===== src/rtl/hpair_pkg.sv =====
package hpair_pkg;
   localparam int OP_W       = 3;
   localparam int OP_SUB_BIT = 0;   // 1: even minus odd
   localparam int OP_DW_BIT  = 1;   // 1: 32-bit elements
   localparam int OP_SAT_BIT = 2;   // 1: clamp (16-bit only)
endpackage


===== src/rtl/hpair_lane.sv =====
// One pair reduction at element width EW, optionally saturating.
module hpair_lane #(
   parameter int EW     = 16,
   parameter bit SAT_EN = 1'b0
) (
   input  logic [EW-1:0] x_even,
   input  logic [EW-1:0] x_odd,
   input  logic          sub,
   input  logic          sat,
   output logic [EW-1:0] y
);
   logic [EW:0] ext_e;
   logic [EW:0] ext_o;
   logic [EW:0] full;

   assign ext_e = {x_even[EW-1], x_even};
   assign ext_o = {x_odd[EW-1], x_odd};
   assign full  = sub ? (ext_e - ext_o) : (ext_e + ext_o);

   if (SAT_EN) begin : g_sat
      logic ovf;
      assign ovf = full[EW] ^ full[EW-1];
      always_comb begin
         if (sat && ovf)
            y = full[EW] ? {1'b1, {(EW-1){1'b0}}} : {1'b0, {(EW-1){1'b1}}};
         else
            y = full[EW-1:0];
      end
   end else begin : g_wrap
      logic unused_sat;
      assign unused_sat = sat;
      assign y          = full[EW-1:0];
   end
endmodule


===== src/rtl/hpair_stage.sv =====
// All pair lanes for one element width; A results low, B results high.
module hpair_stage #(
   parameter int VEC_W  = 128,
   parameter int EW     = 16,
   parameter bit SAT_EN = 1'b0
) (
   input  logic [VEC_W-1:0] src_a,
   input  logic [VEC_W-1:0] src_b,
   input  logic             sub,
   input  logic             sat,
   output logic [VEC_W-1:0] y
);
   localparam int NE = VEC_W / EW;
   localparam int NP = NE / 2;

   for (genvar s = 0; s < 2; s++) begin : g_src
      logic [VEC_W-1:0] v;
      assign v = (s == 0) ? src_a : src_b;
      for (genvar k = 0; k < NP; k++) begin : g_pair
         hpair_lane #(.EW(EW), .SAT_EN(SAT_EN)) i_lane (
            .x_even (v[(2*k)*EW +: EW]),
            .x_odd  (v[(2*k+1)*EW +: EW]),
            .sub    (sub),
            .sat    (sat),
            .y      (y[(s*NP+k)*EW +: EW])
         );
      end
   end
endmodule


===== src/rtl/hpair_addsub.sv =====
module hpair_addsub
   import hpair_pkg::*;
#(
   parameter int VEC_W   = 128,
   parameter int WORD_W  = 16,
   parameter int DWORD_W = 32
) (
   input  logic             clk,
   input  logic             rst_n,
   input  logic             req_valid,
   input  logic [OP_W-1:0]  req_op,
   input  logic [VEC_W-1:0] src_a,
   input  logic [VEC_W-1:0] src_b,
   output logic             res_valid,
   output logic [VEC_W-1:0] res_data
);
   localparam int PAIR_DW = 2 * DWORD_W;

   if ((VEC_W % PAIR_DW) != 0 || (VEC_W % (2 * WORD_W)) != 0) begin : g_bad_width
      $error("hpair_addsub: VEC_W must hold whole element pairs");
   end
   if (WORD_W < 2 || DWORD_W <= WORD_W) begin : g_bad_elem
      $error("hpair_addsub: element widths out of order");
   end

   logic [VEC_W-1:0] word_res;
   logic [VEC_W-1:0] dword_res;
   logic [VEC_W-1:0] sel_res;

   hpair_stage #(.VEC_W(VEC_W), .EW(WORD_W), .SAT_EN(1'b1)) i_word (
      .src_a (src_a),
      .src_b (src_b),
      .sub   (req_op[OP_SUB_BIT]),
      .sat   (req_op[OP_SAT_BIT]),
      .y     (word_res)
   );

   // Saturation is never applied to doublewords.
   hpair_stage #(.VEC_W(VEC_W), .EW(DWORD_W), .SAT_EN(1'b0)) i_dword (
      .src_a (src_a),
      .src_b (src_b),
      .sub   (req_op[OP_SUB_BIT]),
      .sat   (1'b0),
      .y     (dword_res)
   );

   assign sel_res = req_op[OP_DW_BIT] ? dword_res : word_res;

   always_ff @(posedge clk or negedge rst_n) begin
      if (!rst_n) begin
         res_valid <= 1'b0;
         res_data  <= '0;
      end else begin
         res_valid <= req_valid;
         if (req_valid) res_data <= sel_res;
      end
   end
endmodule


===== config.mk =====
export PLATFORM = sky130hd
export DESIGN_NAME = hpair_addsub
export DESIGN_NICKNAME = d
export VERILOG_FILES = /design/src/rtl/hpair_pkg.sv /design/src/rtl/hpair_lane.sv /design/src/rtl/hpair_stage.sv /design/src/rtl/hpair_addsub.sv
export SDC_FILE = /design/constraint.sdc
export NUM_CORES = 1
export LEC_CHECK = 0
export BUFFER_PORTS_ARGS = -buffer_cell sky130_fd_sc_hd__buf_2
export CAP_MARGIN = 10
export CORE_MARGIN = 1
export CORE_UTILIZATION = 42
export DETAILED_ROUTE_END_ITERATION = 8
export MAX_ROUTING_LAYER = met4
export PLACE_DENSITY_LB_ADDON = 0.1
export SYNTH_ARGS = -nofsm -noshare
export SYNTH_HDL_FRONTEND = slang
export SYNTH_SLANG_ARGS = --single-unit

===== constraint.sdc =====
create_clock -name clk -period 1.2 [get_ports clk]
set_clock_uncertainty 0.1 [all_clocks]
set_input_delay 0.06 -clock clk [delete_from_list [all_inputs] [get_ports clk]]
set_output_delay 0.06 -clock clk [all_outputs]
set_load 0.01 [all_outputs]

==> qor.txt <==
outcome - finished, violations left
failing checks - setup timing
Core Area - 55400 um2
Worst Hold Class - primary input to flip-flop
first-pass GRT wire length - 173000 um
Critical Path AT - 3680 ps
Initial Util - 42.7%
total power - 0.0459 W
number of synthesized flops with an enable pin - 0
share of layout cells above drive strength 1 - 52.6%
total global-route track usage - 40.0%
VDD IR-drop max - 1.29 mV
RSZ-0062 raised after global routing - true
leakage - 20.1 nW
clk_lat worst skew - 490 ps
ys async rst share - 100%
FF-to-FF path depth - 4
Seq cells post-synth - 129
ANT nets after route - 0
CP Data Required Time - 1450 ps
register area share after synthesis - 13.6%
CTS Buf Count - 17
routed wire length - 118000 um
r2r setup slk - 80 ps
drt drc - 0
Multi-input gate area - 23900 um2
row cnt - 86
GPL Wtd Cong - 1.02
final setup violation count - 185
fillers - 3883
vertical die dimension - 239 um
slew at the pin with the worst max-slew slack - 629 ps
Achievable Freq - 292 MHz
Hold Crit Depth - 6
clock transition at the registers of the reported paths - 60 ps
Seq. cell area - 3240 um2
largest net degree at the start of global routing - 40
Cells after Synth - 3165
syn avg cell area - 7.48 um2
CP endpoint kind - flip-flop
Rel. slew slack - 57.6%
PD cells - 1060 nW/um2
setup slack after layout - -2230 ps
Distinct cells, synth - 105
Post-synth top flop - dfrtp_1
final slew viol count - 0
CTS tree - done
drt pass-1 iters - 6
Area Growth Syn to Fin - 82.9%
max-cap violations - 0
GRT overflow - 0
Final Cycle Share - 286%
hold_ws - 29.7 ps
Detailed Route Iter0 Violations - 2559
Hold Path End - res_data[64]
Chip Width - 239 um
vias post-DR - 32900
clk buf depth - 2
HPWL after DPL - 90600 um
final hold vios - 0
CTS Sinks - 129
input/output buffers - 390
Mapped Nets - 3703
type of origin of the critical path - primary input
Tmin final - 3430 ps
H-tree lvl count - 4
CTS Root Cell - clkbuf_16
r2r startpoint - res_data[57]
Critical R2R Capture - res_data[57]
I/O Pins - 391
vias in the first global route - 32300
crit path kind - primary input to flip-flop
peak fanout along the critical path - 3
HP Start - src_b[0]
die footprint - 57300 um2
antenna violations before repair - 5
synthesized cell area - 23700 um2
Vias/cell - 5.80
Yosys warning count - 0
Avg WL per Cell - 20.9 um
Final Net Count - 5441
==> cells in the final DEF, fill, tap and decap left out, types with 21 or more instances in the layout <==
master	n
a211oi_1	21
a211oi_2	26
a21o_1	93
a21oi_1	231
a21oi_2	125
a31oi_1	37
buf_12	29
buf_2	327
buf_4	1293
buf_6	143
dfrtp_1	123
ha_1	226
inv_1	90
nand2_1	162
nand2_2	23
nand2b_1	30
nand3_1	36
nor2_1	278
nor2_2	30
nor2_4	26
nor2b_1	25
nor3_1	51
o211ai_1	29
o21a_1	35
o21ai_0	110
o21ai_1	43
o21ai_2	48
o21bai_1	26
o22ai_1	37
xnor2_1	273
xnor2_2	35
xor2_1	113
==> per-stage QoR <==
step / instances / setup TNS, ps / worst slack (ps) / util (%) / area [um2]
after detailed placement: 5416 / -323640 / -2940 / 65.7 / 36400
after floorplan: 3165 / -283600 / -2410 / - / 24700
after global routing: 5667 / -258290 / -2440 / 78.1 / 43300
after global placement: 5416 / -316460 / -2820 / 65.7 / 36400
after CTS: 5614 / -234060 / -2150 / 74.7 / 41400
final: 5669 / -240990 / -2230 / 78.1 / 43300
==> logic make-up after synthesis <==
kind of cell / after synthesis / synth area share [%]
compound gates: 1121 / 30.5
simple gates: 956 / 19.9
fa+ha+maj: 276 / 15.0
flops: 129 / 13.6
xor+xnor: 438 / 16.2
mux: 27 / 1.15
buf+inv: 218 / 3.68
==> per-layer routing <==
metal  global-route usage (%)  vias up  part of all wire [%]  wire (um)
li1                         -    15200                     -          -
met1                     46.0    15800                    39      46400
met2                     66.8     1433                    48      56500
met3                     5.30      404                   6.6       7820
met4                     23.2        0                   6.4       7620
met5                        -        -                     0          0
==> cells in the mapped netlist (30+ instances only) <==
| library cell | count | area (um2) |
|---|---|---|
| a21oi_1 | 371 | 1860 |
| nor2_1 | 331 | 1240 |
| xnor2_1 | 316 | 2770 |
| ha_1 | 264 | 3300 |
| nand2_1 | 206 | 773 |
| o21ai_0 | 197 | 986 |
| dfrtp_1 | 129 | 3230 |
| xor2_1 | 122 | 1070 |
| inv_1 | 114 | 428 |
| a21o_1 | 93 | 698 |
| clkbuf_1 | 80 | 300 |
| nor3_1 | 79 | 395 |
| nand3_1 | 56 | 280 |
| a31oi_1 | 54 | 338 |
| a211oi_1 | 44 | 330 |
| o22ai_1 | 44 | 275 |
| nand2b_1 | 35 | 219 |
| nor4_1 | 35 | 219 |
| o21a_1 | 35 | 263 |
| nor2b_1 | 34 | 213 |
| o21bai_1 | 30 | 225 |
==> where the power goes <==
| part | internal (W) | switching (W) |
|---|---|---|
| Combinational | 0.0165 | 0.0164 |
| Sequential | 0.00556 | 0.00117 |
| Clock | 0.00371 | 0.00251 |
| Total | 0.0258 | 0.0201 |
==> worst max path at each step <==
| stage | startpoint | endpoint | slack (ps) | cells after the start |
|---|---|---|---|---|
| after CTS | src_b[41] | res_data[93] | -2150 | 19 |
| after floorplan | src_b[41] | res_data[93] | -2410 | 17 |
| after global placement | src_b[106] | res_data[121] | -2820 | 18 |
| after detailed placement | src_b[106] | res_data[121] | -2940 | 18 |
| after global routing | src_b[41] | res_data[92] | -2440 | 20 |
| final | src_b[39] | res_data[95] | -2230 | 19 |
==> sequential cells by signal, summed over array words and instances, names as in the netlist <==
signal and count:
res_valid 1, res_data 128
==> worst max-delay path, cell delays in order <==
cell      delay, ps
buf_2           150
nor3_4          160
nand2_2          90
or3_4           330
or3_4           370
nor3b_4         300
a21oi_2         110
nor2_1          140
xor2_1          160
ha_1            270
o21a_1          190
nor2_2          120
o41a_1          190
o41ai_4         110
a221oi_2        270
a211oi_1        110
nor3_1          240
xnor2_1         160
o221ai_1        140
==> area by class of cell <==
type	instances	area share, %
flip-flops and latches	129	7.47
well taps	748	2.16
multi-input cells	2819	55.2
clock buffers	17	0.983
repair buffers	1822	32.5
diodes	5	0.0289
inverters	114	1.12
clock inverters	15	0.532
==> repair_timing <==
item,4_1_cts,5_1_grt
gates cloned,10,1
pin swaps,384,296
hold buffers,6,0
setup buffers,157,68
setup endpoints to repair,221,269
endpoints found under the hold margin,136,0
gates resized for setup,700,324
(Power assumes the default switching activity.)
